`config.mk`:
```
export PLATFORM = sky130hd
export DESIGN_NAME = reset_sequencer
export DESIGN_NICKNAME = d
export VERILOG_FILES = /design/src/rtl/rstseq_pkg.sv /design/src/rtl/rstseq_busmon.sv /design/src/rtl/rstseq_arbiter.sv /design/src/rtl/rstseq_cfg_latch.sv /design/src/rtl/reset_sequencer.sv
export SDC_FILE = /design/constraint.sdc
export NUM_CORES = 1
export LEC_CHECK = 0
export BUFFER_PORTS_ARGS = -buffer_cell sky130_fd_sc_hd__buf_2
export CORE_ASPECT_RATIO = 0.8
export CORE_MARGIN = 4
export CORE_UTILIZATION = 52
export CTS_CLUSTER_SIZE = 20
export DETAILED_ROUTE_END_ITERATION = 8
export PLACE_DENSITY = 0.83
export SLEW_MARGIN = 5
export SYNTH_ARGS = -nofsm -noshare
export SYNTH_HDL_FRONTEND = slang
export SYNTH_HIERARCHICAL = 1
export SYNTH_SLANG_ARGS = --single-unit
```
`constraint.sdc`:
```
create_clock -name clk_i -period 3.6 [get_ports clk_i]
set_input_delay 0.72 -clock clk_i [delete_from_list [all_inputs] [get_ports clk_i]]
set_output_delay 0.72 -clock clk_i [all_outputs]
set_load 0.005 [all_outputs]
```
`src/rtl/rstseq_pkg.sv`:
```
package rstseq_pkg;

    localparam int NUM_SRC     = 7;
    localparam int SRC_POR     = 0;
    localparam int SRC_PIN     = 1;
    localparam int SRC_CLKLOSS = 2;
    localparam int SRC_WDOG    = 3;
    localparam int SRC_HALT    = 4;
    localparam int SRC_TEST    = 5;
    localparam int SRC_BUSMON  = 6;

    typedef logic [NUM_SRC-1:0] src_vec_t;

    localparam src_vec_t IMMEDIATE_MASK = src_vec_t'((1 << SRC_PIN) | (1 << SRC_CLKLOSS));
    localparam src_vec_t DEFERRED_MASK  = src_vec_t'((1 << SRC_WDOG) | (1 << SRC_HALT)
                                                   | (1 << SRC_TEST) | (1 << SRC_BUSMON));

    typedef enum logic [1:0] {
        BUS_SINGLE = 2'd0,
        BUS_PART8  = 2'd1,
        BUS_FULL16 = 2'd2
    } bus_mode_e;

    typedef struct packed {
        logic [15:0] data;
        logic        berr_n;
        logic        modclk;
        logic        bkpt_n;
    } strap_t;

    typedef struct packed {
        logic [3:0]  module_cfg;
        logic [10:0] pin_cfg;
        bus_mode_e   mode;
        logic        clk_sel;
        logic        bgnd_en;
    } cfg_t;

    function automatic cfg_t decode_straps(strap_t s);
        cfg_t c;
        c.module_cfg = s.data[15:12];
        c.pin_cfg    = {s.data[11:2], s.data[0]};
        if (!s.berr_n)
            c.mode = BUS_SINGLE;
        else if (!s.data[1])
            c.mode = BUS_PART8;
        else
            c.mode = BUS_FULL16;
        c.clk_sel = s.modclk;
        c.bgnd_en = ~s.bkpt_n;
        return c;
    endfunction

    function automatic src_vec_t pick_first(src_vec_t v);
        src_vec_t r;
        r = '0;
        for (int i = NUM_SRC - 1; i >= 0; i--) begin
            if (v[i]) begin
                r    = '0;
                r[i] = 1'b1;
            end
        end
        return r;
    endfunction

endpackage

```
`src/rtl/rstseq_busmon.sv`:
```
module rstseq_busmon #(
    parameter int TIMEOUT = 64
) (
    input  logic clk_i,
    input  logic rst_i,
    input  logic cyc_i,
    input  logic ack_i,
    input  logic en_i,
    input  logic hold_off_i,
    output logic berr_o
);
    localparam int CW = (TIMEOUT > 2) ? $clog2(TIMEOUT) : 1;
    localparam logic [CW-1:0] LAST = CW'(TIMEOUT - 1);

    logic [CW-1:0] cnt_q;
    logic          berr_q;

    always_ff @(posedge clk_i) begin
        if (rst_i) begin
            cnt_q  <= '0;
            berr_q <= 1'b0;
        end else begin
            berr_q <= 1'b0;
            if (!cyc_i || ack_i || hold_off_i || berr_q) begin
                cnt_q <= '0;
            end else if (cnt_q == LAST) begin
                if (en_i) begin
                    berr_q <= 1'b1;
                    cnt_q  <= '0;
                end
            end else begin
                cnt_q <= cnt_q + 1'b1;
            end
        end
    end

    assign berr_o = berr_q;

    AST_BERR_SINGLE_PULSE: assert property (@(posedge clk_i) disable iff (rst_i)
        berr_q |=> !berr_q);

    AST_BERR_NEEDS_ENABLE: assert property (@(posedge clk_i) disable iff (rst_i)
        berr_q |-> $past(en_i && cyc_i && !ack_i));

endmodule

```
`src/rtl/rstseq_arbiter.sv`:
```
module rstseq_arbiter
    import rstseq_pkg::*;
(
    input  logic     clk_i,
    input  logic     rst_i,
    input  logic     in_rst_i,
    input  src_vec_t req_i,
    input  logic     boundary_i,
    output logic     fire_o,
    output logic     pend_any_o,
    output src_vec_t cause_o
);
    src_vec_t pend_q;
    src_vec_t cause_q;
    src_vec_t deferred;
    src_vec_t cand;

    always_comb begin
        deferred = pend_q | (req_i & DEFERRED_MASK);
        cand     = (req_i & IMMEDIATE_MASK)
                 | (deferred & {NUM_SRC{boundary_i}});
    end

    assign fire_o     = !in_rst_i && (|cand);
    assign pend_any_o = |pend_q;
    assign cause_o    = cause_q;

    always_ff @(posedge clk_i) begin
        if (rst_i) begin
            pend_q  <= '0;
            cause_q <= src_vec_t'(1 << SRC_POR);
        end else if (in_rst_i || fire_o) begin
            pend_q <= '0;
            if (fire_o)
                cause_q <= pick_first(cand);
        end else begin
            pend_q <= deferred;
        end
    end

    AST_CAUSE_ONEHOT: assert property (@(posedge clk_i) disable iff (rst_i)
        $onehot(cause_q));

    AST_NO_PEND_DURING_RESET: assert property (@(posedge clk_i) disable iff (rst_i)
        in_rst_i |=> (pend_q == '0));

endmodule

```
`src/rtl/rstseq_cfg_latch.sv`:
```
module rstseq_cfg_latch
    import rstseq_pkg::*;
(
    input  logic   clk_i,
    input  logic   rst_i,
    input  logic   cap_i,
    input  strap_t strap_i,
    output cfg_t   cfg_o
);
    cfg_t cfg_q;

    always_ff @(posedge clk_i) begin
        if (rst_i)
            cfg_q <= decode_straps('1);
        else if (cap_i)
            cfg_q <= decode_straps(strap_i);
    end

    assign cfg_o = cfg_q;

    AST_CFG_HELD: assert property (@(posedge clk_i) disable iff (rst_i)
        !cap_i |=> $stable(cfg_q));

endmodule

```
`src/rtl/reset_sequencer.sv`:
```
module reset_sequencer
    import rstseq_pkg::*;
#(
    parameter int HOLD_CYCLES = 512,
    parameter int BM_TIMEOUT  = 64
) (
    input  logic        clk_i,
    input  logic        rst_i,
    input  logic        pin_rst_req_i,
    input  logic        clk_loss_req_i,
    input  logic        wdog_req_i,
    input  logic        halt_req_i,
    input  logic        test_req_i,
    input  logic        bus_cyc_i,
    input  logic        bus_ack_i,
    input  logic        busmon_en_i,
    input  logic [15:0] strap_data_i,
    input  logic        berr_n_i,
    input  logic        modclk_i,
    input  logic        bkpt_n_i,
    output logic        ext_rst_o,
    output logic        clk_rst_o,
    output logic        mst_rst_o,
    output logic        bus_err_o,
    output logic [6:0]  cause_o,
    output logic [3:0]  cfg_module_o,
    output logic [10:0] cfg_pins_o,
    output logic [1:0]  bus_mode_o,
    output logic        clk_sel_o,
    output logic        bgnd_en_o
);
    localparam int HW = (HOLD_CYCLES > 2) ? $clog2(HOLD_CYCLES) : 1;
    localparam logic [HW-1:0] HOLD_LAST = HW'(HOLD_CYCLES - 1);

    logic          in_rst_q;
    logic [HW-1:0] hold_cnt_q;
    logic          fire;
    logic          pend_any;
    logic          berr;
    logic          boundary;
    logic          capture;
    src_vec_t      req;
    src_vec_t      cause;
    strap_t        straps;
    cfg_t          cfg;

    always_comb begin
        req              = '0;
        req[SRC_PIN]     = pin_rst_req_i;
        req[SRC_CLKLOSS] = clk_loss_req_i;
        req[SRC_WDOG]    = wdog_req_i;
        req[SRC_HALT]    = halt_req_i;
        req[SRC_TEST]    = test_req_i;
        req[SRC_BUSMON]  = berr;
    end

    assign boundary = !bus_cyc_i || bus_ack_i || berr;
    assign capture  = in_rst_q && (hold_cnt_q == HOLD_LAST);

    always_comb begin
        straps.data   = strap_data_i;
        straps.berr_n = berr_n_i;
        straps.modclk = modclk_i;
        straps.bkpt_n = bkpt_n_i;
    end

    always_ff @(posedge clk_i) begin
        if (rst_i) begin
            in_rst_q   <= 1'b1;
            hold_cnt_q <= '0;
        end else if (in_rst_q) begin
            if (hold_cnt_q == HOLD_LAST) begin
                in_rst_q   <= 1'b0;
                hold_cnt_q <= '0;
            end else begin
                hold_cnt_q <= hold_cnt_q + 1'b1;
            end
        end else if (fire) begin
            in_rst_q   <= 1'b1;
            hold_cnt_q <= '0;
        end
    end

    rstseq_busmon #(.TIMEOUT(BM_TIMEOUT)) i_busmon (
        .clk_i      (clk_i),
        .rst_i      (rst_i),
        .cyc_i      (bus_cyc_i),
        .ack_i      (bus_ack_i),
        .en_i       (busmon_en_i || pend_any),
        .hold_off_i (in_rst_q),
        .berr_o     (berr)
    );

    rstseq_arbiter i_arbiter (
        .clk_i      (clk_i),
        .rst_i      (rst_i),
        .in_rst_i   (in_rst_q),
        .req_i      (req),
        .boundary_i (boundary),
        .fire_o     (fire),
        .pend_any_o (pend_any),
        .cause_o    (cause)
    );

    rstseq_cfg_latch i_cfg_latch (
        .clk_i   (clk_i),
        .rst_i   (rst_i),
        .cap_i   (capture),
        .strap_i (straps),
        .cfg_o   (cfg)
    );

    assign mst_rst_o    = in_rst_q;
    assign ext_rst_o    = in_rst_q;
    assign clk_rst_o    = in_rst_q && !cause[SRC_WDOG];
    assign bus_err_o    = berr;
    assign cause_o      = cause;
    assign cfg_module_o = cfg.module_cfg;
    assign cfg_pins_o   = cfg.pin_cfg;
    assign bus_mode_o   = cfg.mode;
    assign clk_sel_o    = cfg.clk_sel;
    assign bgnd_en_o    = cfg.bgnd_en;

    AST_IMMEDIATE_NEXT_EDGE: assert property (@(posedge clk_i) disable iff (rst_i)
        (!in_rst_q && (pin_rst_req_i || clk_loss_req_i)) |=> in_rst_q);

    AST_DEFERRED_WAITS: assert property (@(posedge clk_i) disable iff (rst_i)
        (!in_rst_q && bus_cyc_i && !bus_ack_i && !berr
         && !pin_rst_req_i && !clk_loss_req_i) |=> !in_rst_q);

    AST_WINDOW_STABLE: assert property (@(posedge clk_i) disable iff (rst_i)
        (in_rst_q && !capture) |=> (in_rst_q && $stable(cause)));

    AST_RELEASE_AFTER_CAPTURE: assert property (@(posedge clk_i) disable iff (rst_i)
        capture |=> !mst_rst_o && !clk_rst_o);

endmodule

```
==> results summary, run 1 <==
The final count of negative-setup-slack endpoints is 0. The via count of the first global-routing pass came out at 1582. In the routed layout, each cell is associated on average with a via count of approximately 5.4. The fraction of layout cells with a size suffix above 1 is a little under a third. The standard cell area after detailed placement came out at between 2000 and 2500 um2. The worst clock skew came out at between 0.004 and 0.005 ns. In this run the worst setup path terminates at hold_cnt_q[2]$_SDFFE_PP0P_. The final cycle utilization of the critical path came out at between 60% and 70%. TritonCTS built the clock tree. Setup total negative slack on the finished layout was measured at 0 ns. The library cells used most frequently in the layout, excluding fill and tap cells, are buf_2, dfxtp_1, nor2b_1, a211o_1. The area of all placed cells without fillers came out at about 2500 um2. The number of detailed-routing iterations run before antenna repair is 4. The number of inserted diodes is 0. The post-cts sizing count came out at 0.

The clock passes through at most 2 buffers. The area of the die is about 5300 um2. The total clock sinks came out at 47.

The total area inside the core boundary comes to roughly 3900 um2. The clock slew seen by the registers of the worst setup and hold paths came out at roughly 0.08 ns. The total overflow reported by the global router came out at 0. In this run the worst setup path begins at bus_ack_i.

The worst ir drop on vdd is 210 uV. The power after layout is about 880 uW. The number of cells on the worst reg-to-reg path is 8. The number of max-cap violations is 0. The worst setup path is launched from a primary input.

The critical path in this run is classified as primary input to register. The most common library cell in the layout ignoring fill and taps is buf_2. The net count of the mapped netlist came out at 254. The areal power density over the cells is approximately 350 nW/um2. The final layout contains routed wiring with a total length of ~4.4 mm. Detailed placement finished with a half-perimeter wire length of approximately 3 mm. The sort of element at the end of the critical path is a register. Setup repair after global routing left no endpoint under its margin. The final layout net count is ~300.

The number of clock buffers added by TritonCTS is 5. The via count came out at 1789. The wire length per cell is 13.1 um.

The insertion delay of the later-clocked pin in the worst-skew pair came out at roughly 0.30 ns. The overall routing resource usage came out at approximately 17%. The maximum number of pins on one net before global-route repair is 42. The critical-path maximum fanout came out at 7. Once the floorplan was initialized, standard cells occupied 55.8% of the core. Static timing analysis puts the maximum clock frequency at slightly above 400 MHz. The detail route stage leaves a number of antenna-violating nets equal to 0. The headroom to the max-slew limit is 38.9%. The hold violation count in the final report is 0. The data required time of the critical path is between 3 and 4 ns. The post-synthesis to final-layout area growth came out at 16.1%. The first global-routing pass estimated 7.21 mm of wire. The number of antenna violations at the first check in global routing is 0. The transition time at the pin with the least slew margin came out at between 0.9 and 1 ns.

Buffers inserted to repair hold after CTS numbered 0. The total DRC errors in the routed layout is 0. The instance count of the mapped netlist came out at around 220. The number of slew-limit violations in the final report came out at 0.

After layout, the minimum clock period comes to between 2 and 2.5 ns. The synthesized area per cell is 9.92 um2. Routability-driven placement finished with a final weighted congestion of ~0.77.

The worst setup slack for register-to-register paths is between 1 and 1.5 ns. The launch point of the worst reg-to-reg path is i_busmon/berr_o$_SDFF_PP0_. The cell total after placement is approximately 320. The worst register-to-register path ends at hold_cnt_q[2]$_SDFFE_PP0P_.

The mapped netlist covers approximately 2200 um2. After clock tree synthesis, the setup repair step added 0 buffers. In this run the clock root is driven by a clkbuf_8.

The path category of the worst min-delay check is register to register. The tightest hold margin came out at approximately 0.47 ns. The total of warnings raised by yosys is 6. The flow ran to the end, and the final reports show no timing, DRC or antenna violations. The total number of H-tree levels came out at 2. The leakage component of the power is roughly 0.96 nW.

The first routing iteration left roughly 110 violations. The die height is 66.1 um. The count of buffers added on input and output ports is just under 60.

The die width is around 80 um. The I/O pin count came out at between 50 and 60. The count of placed standard cells in the final layout, fillers left out is roughly 330.

The number of placement rows came out at 20. The critical path data arrival time came out at approximately 2.7 ns.
## worst min path at each step
stage	start	to	slack, ns	cells after the start
6_report	i_arbiter/cause_o[0]$_SDFFE_PP1P_	i_arbiter/cause_o[0]$_SDFFE_PP1P_	0.47	2
5_1_grt	i_arbiter/cause_o[0]$_SDFFE_PP1P_	i_arbiter/cause_o[0]$_SDFFE_PP1P_	0.49	2
4_1_cts	i_arbiter/cause_o[0]$_SDFFE_PP1P_	i_arbiter/cause_o[0]$_SDFFE_PP1P_	0.48	2
3_5_place_dp	i_arbiter/cause_o[0]$_SDFFE_PP1P_	i_arbiter/cause_o[0]$_SDFFE_PP1P_	0.45	2
3_3_place_gp	i_cfg_latch/cfg_o[2]$_SDFFE_PP0P_	i_cfg_latch/cfg_o[2]$_SDFFE_PP0P_	0.45	2
2_1_floorplan	i_arbiter/cause_o[0]$_SDFFE_PP1P_	i_arbiter/cause_o[0]$_SDFFE_PP1P_	0.46	2
## metrics by stage
| step | util, % | setup slack (ns) |
|---|---|---|
| floorplan | - | 0.999 |
| global placement | 62.6 | 0.912 |
| detailed placement | 62.6 | 0.853 |
| CTS | 64.8 | 1.16 |
| global route | 64.8 | 0.967 |
| finish | 64.8 | 1.13 |
## final cells by class
cell class | instances | area (um2)
clock inverter | 3 | 18.8
timing repair buffer | 60 | 305
clock buffer | 5 | 68.8
inverter | 3 | 11.3
fill | 324 | 1380
sequential | 47 | 941
tap | 55 | 68.8
multi-input combinational | 158 | 1130
## state kept, by name, indices dropped and copies added, names as in the netlist
name,cells
i_cfg_latch/cfg_o,19
hold_cnt_q,9
i_arbiter/cause_o,7
i_busmon/cnt_q,6
i_arbiter/pend_q,4
ext_rst_o,1
i_busmon/berr_o,1
## power breakdown
part	switching [mW]	internal (mW)	total [mW]
clock network	0.174	0.137	0.311
registers	0.00357	0.522	0.526
logic	0.0259	0.0212	0.0471
total	0.203	0.680	0.883
## worst max-delay path: stages
cell	delay, ns
buf_2	0.10
or3b_2	0.52
o21a_1	0.15
nor3_1	0.14
buf_4	0.16
a21oi_1	0.14
nor2_1	0.43
o21ai_0	0.16
a21oi_1	0.16
## routing by layer
metal  up-vias  part of all wire, %  global-route usage, %
li1        929                    -                      -
met1       807                   50                   23.9
met2        48                   41                   24.9
met3         5                  7.9                   6.95
met4         0                  1.1                   5.70
met5         -                    0                      0
Power figures use the tool's default switching activity.
==> run 2, diff against run 1 <==
--- a/config.mk
+++ b/config.mk
@@ -5,13 +5,14 @@
 export SDC_FILE = /design/constraint.sdc
 export NUM_CORES = 1
 export LEC_CHECK = 0
+export ABC_AREA = 1
 export BUFFER_PORTS_ARGS = -buffer_cell sky130_fd_sc_hd__buf_2
 export CORE_ASPECT_RATIO = 0.8
 export CORE_MARGIN = 4
-export CORE_UTILIZATION = 52
+export CORE_UTILIZATION = 46
 export CTS_CLUSTER_SIZE = 20
 export DETAILED_ROUTE_END_ITERATION = 8
-export PLACE_DENSITY = 0.83
+export PLACE_DENSITY = 0.79
 export SLEW_MARGIN = 5
 export SYNTH_ARGS = -nofsm -noshare
 export SYNTH_HDL_FRONTEND = slang
==> constraint.sdc (replaced) <==
create_clock -name clk_i -period 2.1 [get_ports clk_i]
set_input_delay 0.42 -clock clk_i [delete_from_list [all_inputs] [get_ports clk_i]]
set_output_delay 0.42 -clock clk_i [all_outputs]
set_load 0.005 [all_outputs]
==> run 2 against run 1 <==
- utilization down 5.0 points
- sequential power up 71%
- register-to-register slack worse by 1.1 ns
- combinational power up 67%
- sequential share of layout area about the same
- clock skew up 0.0045 ns
- critical path depth up 2
- clock power up 100%
- critical path type is now register to register
- critical endpoint is now hold_cnt_q[5]$_SDFFE_PP0P_
- largest power group unchanged
==> results summary, run 2 <==
VDD sags by at most around 340 uV. The startpoint type of the worst setup path is a register. For this run, the slowest stage of the critical path takes around 0.48 ns.

The library cell used as clock root buffer is clkbuf_8. The leakage component of the power came out at 1.22 nW. The critical path data arrival time is between 2 and 2.5 ns. The I/O pin count came out at between 50 and 60. Setup slack closes at 0.225 ns.

The tightest hold margin is 0.331 ns. For hold timing, the worst endpoint is i_cfg_latch/cfg_o[15]$_SDFFE_PP1P_. At the placement stage, the worst setup path has a slack of -0.00197 ns. The total clock sinks came out at 47. The number of slew-limit violations in the final report is 0. For this run, design rule violations remaining after detail routing come to 0. The hold violation count in the final report came to 0. The critical-path maximum fanout is 5.

The final cycle utilization of the critical path came out at slightly below 90%. The estimated wirelength of the detail-placed design is ~3.3 mm. For the worst setup path, the data required time is around 2.3 ns. The register with the most flip-flops in the layout has 19 of them.

The number of max-cap violations came out at 0. The wire length per cell is ~11 um. 0 antenna diodes ended up in the layout. The library cells used most frequently in the layout, excluding fill and tap cells, are nand2_1, buf_2, dfxtp_1, nor2_1, nand3_1. The total number of H-tree levels came out at 2. The violation count after the first detailed-route iteration came out at 71. The layout has roughly 410 filler cells. The worst setup slack for register-to-register paths came out at 0.23 ns.

For this design, the CTS-stage hold fixing added 0 buffers. The path category of the worst min-delay check is primary input to register. The worst hold path stage count is 3.

In this run the most critical hold path is launched from strap_data_i[12]. The number of buffers between clock root and the deepest sink came out at 2. The fraction of layout cells with a size suffix above 1 is around 30%. The post-synthesis to final-layout area growth came out at 23.0%. The total overflow reported by the global router came out at 0. The pre-antenna-repair detailed-routing pass consisted of 4 iterations. The maximum number of pins on one net before global-route repair came out at 22. The insertion delay of the later-clocked pin in the worst-skew pair came out at roughly 0.3 ns.

For this configuration, the core starts out at a cell density of 48.6%. The cell with the largest stage delay on the worst path is or3b_2. The transition time at the pin with the least slew margin came out at 0.316 ns.

In this run the cell area of the synthesized design comes to between 2000 and 2500 um2. The synthesized area per cell is roughly 7.6 um2. The floorplan has 21 rows.

The number of I/O port buffers came out at between 50 and 60. Traced cell by cell, the critical path runs through or3b_2 -> inv_2 -> nor2_1 -> nor2_1 -> nand3_4 -> nand2_4 -> inv_2 -> nor2_2 -> buf_4 -> nand2_1 -> a21oi_1. The worst setup path is captured at a register. Across every metal layer, demand over resource in global routing totals about 15%. The post-cts sizing count is 0.

The via count of the first global-routing pass came out at approximately 1700. The first-pass GRT wire length is between 7 and 8 mm. TritonCTS built the clock tree. The routed design could run at a clock period as short as about 1.9 ns. Setup repair after global routing left no endpoint under its margin.

The net count of the mapped netlist is approximately 300. Dividing total power by cell area gives a power density of approximately 630 nW/um2. The last weighted congestion value of the routability-driven placer is roughly 0.83.

The die is slightly above 80 um wide. The vias per cell is 4.70. The CTS buffer count is 5. The area of the die is between 5000 and 6000 um2.

The library cell used most frequently in the layout, excluding fill and tap cells, is nand2_1. Derived from the worst setup path, the maximum achievable clock frequency is 533 MHz. The clock slew seen by the registers of the worst setup and hold paths is ~0.08 ns. The remaining number of nets flagged by the antenna check after routing came out at 0. The endpoint identified for the worst register-to-register timing path is hold_cnt_q[5]$_SDFFE_PP0P_. The worst reg2reg path depth is 11. The headroom to the max-slew limit came out at 78.9%. The worst register-to-register path begins at i_busmon/berr_o$_SDFF_PP0_. Synthesis produced 271 cells. The die height is slightly below 70 um. The final layout net count came out at 370.

The number of buffers inserted by post-CTS setup repair came out at 0. The floorplan step defined a core boundary enclosing 4260 um2. The run finished with clean final reports.

On the final layout, the worst clock skew is approximately 0.0092 ns. The number of antenna violations at the first check in global routing is 0. During synthesis, Yosys emitted a total of 6 warnings.

The kind of critical path is register to register. The final count of negative-setup-slack endpoints came out at 0. The total detailed-routing wirelength is roughly 4.3 mm. The via count came out at about 1900.
[run 2: layout make-up]
cell class | instances | area [um2] | share of cell area (%)
well taps | 57 | 71.3 | 2.80
clock inverters | 1 | 30.0 | 1.18
inverters | 23 | 86.3 | 3.39
flip-flops and latches | 47 | 941 | 37.0
repair buffers | 64 | 335 | 13.2
clock buffers | 6 | 72.6 | 2.85
multi-input cells | 196 | 1010 | 39.6
[run 2: metal layers]
| metal | vias to the layer above | GRT usage [%] | wire [um] |
|---|---|---|---|
| met5 | - | 0 | 0 |
| met4 | 0 | 3.47 | 19 |
| met3 | 3 | 3.97 | 223 |
| met2 | 37 | 24.5 | 1870 |
| met1 | 817 | 20.9 | 2220 |
| li1 | 995 | - | - |
[run 2: how the worst max path moves through the flow]
stage	end	depth (start not counted)	from	slack, ns
2_1_floorplan	hold_cnt_q[7]$_SDFFE_PP0P_	10	bus_ack_i	0.11
3_3_place_gp	hold_cnt_q[7]$_SDFFE_PP0P_	12	bus_ack_i	0.06
3_5_place_dp	hold_cnt_q[5]$_SDFFE_PP0P_	12	bus_ack_i	-0.002
4_1_cts	hold_cnt_q[5]$_SDFFE_PP0P_	11	i_busmon/berr_o$_SDFF_PP0_	0.21
5_1_grt	hold_cnt_q[1]$_SDFFE_PP0P_	11	i_busmon/berr_o$_SDFF_PP0_	0.04
6_report	hold_cnt_q[5]$_SDFFE_PP0P_	11	i_busmon/berr_o$_SDFF_PP0_	0.23
[run 2: power by group]
group          total, mW  switching [mW]  internal (mW)
logic             0.0787          0.0441         0.0346
registers          0.899         0.00401          0.895
clock network      0.633           0.284          0.349
[run 2: per-stage QoR]
stage                     instances  util (%)  total power [mW]  instance area, um2  TNS (ns)
after floorplan                 271         -             0.960                2070         0
after global placement          387      57.4             0.998                2440         0
after detailed placement        387      57.4             0.999                2440  -0.00370
after CTS                       394      59.8              1.63                2540         0
after global routing            394      59.8              1.67                2540         0
final                           394      59.8              1.61                2540         0
[run 2: worst max-delay path, delay by kind of cell, from the launching register on]
| kind | cells | cell delay (ns) |
|---|---|---|
| buffers and inverters | 3 | 0.28 |
| AO/OA/AOI/OAI | 1 | 0.14 |
| flip-flops | 1 | 0.34 |
| AND/OR/NAND/NOR | 7 | 1.06 |
==> run 3, diff against run 2 <==
--- a/config.mk
+++ b/config.mk
@@ -9,10 +9,10 @@
 export BUFFER_PORTS_ARGS = -buffer_cell sky130_fd_sc_hd__buf_2
 export CORE_ASPECT_RATIO = 0.8
 export CORE_MARGIN = 4
-export CORE_UTILIZATION = 46
+export CORE_UTILIZATION = 51
 export CTS_CLUSTER_SIZE = 20
 export DETAILED_ROUTE_END_ITERATION = 8
-export PLACE_DENSITY = 0.79
+export PLACE_DENSITY = 0.83
 export SLEW_MARGIN = 5
 export SYNTH_ARGS = -nofsm -noshare
 export SYNTH_HDL_FRONTEND = slang
==> constraint.sdc (replaced) <==
create_clock -name clk_i -period 1.84 [get_ports clk_i]
set_input_delay 0.368 -clock clk_i [delete_from_list [all_inputs] [get_ports clk_i]]
set_output_delay 0.368 -clock clk_i [all_outputs]
set_load 0.005 [all_outputs]
==> run 3 against run 2 <==
- clock power is 14% higher
- register-to-register slack worse by 0.06 ns
- hold slack worse by 0.051 ns
- cell count is 1.0% higher
- worst setup slack worse by 0.056 ns
- critical path type unchanged
- critical endpoint is now hold_cnt_q[4]$_SDFFE_PP0P_
==> results summary, run 3 (synthesis results as in run 2) <==
The transition time at the pin with the least slew margin is 0.298 ns. The standard cell area after detailed placement came out at ~2500 um2. Along the worst hold path, the cell count comes to 3.

The worst setup path is captured at a register. The final cycle utilization of the critical path came out at 90.8%. The final count of negative-setup-slack endpoints is 0.

The vias per cell came out at slightly below 5. In this run the tool buffered the top-level ports with 58 buffer cells. The area of the die came out at approximately 5100 um2. At the worst endpoint, the arrival time is 1.90 ns. The worst clock skew is around 0.0053 ns.

The final layout net count came out at 376. Clock-pin slew was measured on the worst setup and hold paths at approximately 0.080 ns. The clock passes through at most 2 buffers. The launch point of the worst path is i_busmon/berr_o$_SDFF_PP0_.

The number of inserted diodes came out at 0. The power after layout came out at 1.84 mW. The worst reg2reg path depth came out at 10.

In this run the critical register-to-register path is launched from i_busmon/berr_o$_SDFF_PP0_. The signal on the critical path passes through or3b_4 -> inv_2 -> nor2_1 -> nor2_2 -> nand3_4 -> nand2_4 -> inv_2 -> nor2_4 -> nand2_1 -> a21oi_1. The fraction of layout cells with a size suffix above 1 is between 30% and 40%. The post-synthesis to final-layout area growth is 26.5%. The final worst slack is roughly 0.17 ns. The most common library cell in the layout ignoring fill and taps is nand2_1. The first global-routing pass estimated 8.01 mm of wire.

The maximum operating frequency is between 500 and 600 MHz. The family with the most delay on the worst path is simple AND/OR/NAND/NOR gates. The count of placed standard cells in the final layout, fillers left out came out at approximately 400.

The number of buffers inserted by post-CTS setup repair is 0. During I/O placement, the number of pins put on the boundary was 59. Of all nets on the critical path, the largest fanout is 5.

At the end of routability-driven placement, the weighted congestion stood at approximately 0.84. The worst hold path begins at strap_data_i[13]. The leakage component of the power is approximately 1.3 nW. The data required time of the critical path is slightly above 2 ns.

Setup repair after global routing left no endpoint under its margin. The via count of the first global-routing pass came out at a little under 2000. After detailed routing, the met3 layer carries roughly 230 um of wire.

For this run, design rule violations remaining after detail routing come to 0. The areal power density over the cells came out at a little over 700 nW/um2. The die height is 65.0 um. The hold buffer count at cts came out at 0. The die is ~80 um wide. Clock tree synthesis found a total of 47 sinks. The headroom to the max-slew limit is between 80% and 90%. The worst setup slack for register-to-register paths came out at between 0.15 and 0.2 ns. The total negative slack came out at 0 ns. The detailed router used layers up to and including met4. In this run the worst hold path is classified as primary input to register. The remaining number of nets flagged by the antenna check after routing came out at 0. The total overflow reported by the global router is 0. The final critical-path required period came out at roughly 1.7 ns. The register with the most flip-flops in the layout has 19 of them.

The number of filler instances in the final layout is between 300 and 400. The total detailed-routing wirelength is approximately 4.6 mm. The hold violation count in the final report is 0. The total area inside the core boundary comes to about 3900 um2. The worst ir drop on vdd came out at around 580 uV. The flow ran to the end, and the final reports show no timing, DRC or antenna violations. The CTS buffer count is 5.

The kind of critical path is register to register. The length of routed met2 wiring is roughly 2.3 mm. Clock latency on the worst-skew pair, taken at its later pin, is between 0.2 and 0.3 ns. The effective utilization at floorplan is between 50% and 60%.

TritonCTS built the clock tree. The library cell used as clock root buffer is clkbuf_8. Global routing consumed, over all layers together, roughly a fifth of the routing resources. The violation count after the first detailed-route iteration is 64. On the final layout, the worst hold slack is ~0.28 ns. The endpoint of the worst hold-timing path is i_cfg_latch/cfg_o[16]$_SDFFE_PP1P_.

The estimated wirelength of the detail-placed design came out at 3.42 mm. The cell with the largest stage delay on the worst path is or3b_4. The delay of the slowest critical-path stage came out at 0.38 ns. For this run, the detailed router's first-pass iteration total came to 4. In this run the critical register-to-register path is captured at hold_cnt_q[4]$_SDFFE_PP0P_.

After detailed routing, the average wire length per cell comes to 11.6 um. In the layout the commonest cells are nand2_1, buf_2, dfxtp_1, nor2_1, nand3_1. The area of all placed cells without fillers came out at 2620 um2. STA classifies the critical path startpoint as a register. The number of slew-limit violations in the final report is 0. The number of placement rows is 20.

The count of buffering cells on the critical path with inverters included is 2. The most prevalent standard cell on the critical path is inv_2. The detailed router put a total of approximately 2.0 mm of wire on met1. The total number of H-tree levels came out at 2.

After detailed placement, the design holds a cell count of 390. The maximum number of pins on one net before global-route repair is 22. The number of max-cap violations is 0. The setup slack at placement is -0.216 ns. The number of antenna violations at the first check in global routing is 0. The utilization after layout is ~68%. The via count is 1932.
[run 3: cell types whose count changed in the layout (fill, tap and decap cells not counted), sizes merged]
cell / delta
buf: +5
nor2: +1
[run 3: area by class of cell]
class / instances / area (um2) / share of cell area (%)
multi-input cells: 197 / 1030 / 39.4
flip-flops and latches: 47 / 941 / 36.0
repair buffers: 69 / 385 / 14.7
inverters: 23 / 88.8 / 3.40
clock buffers: 6 / 72.6 / 2.77
well taps: 55 / 68.8 / 2.63
clock inverters: 1 / 30.0 / 1.15
[run 3: how the worst max path moves through the flow]
| stage | to | slack, ns | cells after the start |
|---|---|---|---|
| floorplan | hold_cnt_q[7]$_SDFFE_PP0P_ | 0.003 | 10 |
| global placement | hold_cnt_q[7]$_SDFFE_PP0P_ | -0.14 | 11 |
| detailed placement | hold_cnt_q[1]$_SDFFE_PP0P_ | -0.22 | 11 |
| CTS | hold_cnt_q[1]$_SDFFE_PP0P_ | 0.05 | 10 |
| global route | hold_cnt_q[4]$_SDFFE_PP0P_ | 0.02 | 10 |
| finish | hold_cnt_q[4]$_SDFFE_PP0P_ | 0.17 | 10 |
[run 3: what timing repair did]
action	in CTS	in global routing
pin swaps	1	2
gates cloned	1	0
resized for setup	1	5
setup endpoints to repair	6	25
[run 3: worst reg2reg max path, stage by stage, from the launching register on]
cell and delay [ns]:
dfxtp_1 0.32, or3b_4 0.38, inv_2 0.08, nor2_1 0.06
nor2_2 0.16, nand3_4 0.09, nand2_4 0.07, inv_2 0.06
nor2_4 0.15, nand2_1 0.07, a21oi_1 0.15
[run 3: per-layer routing]
metal	global-route usage (%)	up-vias
met5	0	-
met4	5.79	0
met3	6.53	8
met2	34.7	48
met1	22.3	866
li1	-	1010
[run 3: power breakdown]
group          total, mW  leakage (nW)  switching (mW)  internal [mW]
registers           1.03         0.380         0.00527           1.02
clock network      0.719        0.0513           0.321          0.398
logic             0.0987         0.821          0.0521         0.0466
total               1.84          1.25           0.378           1.47
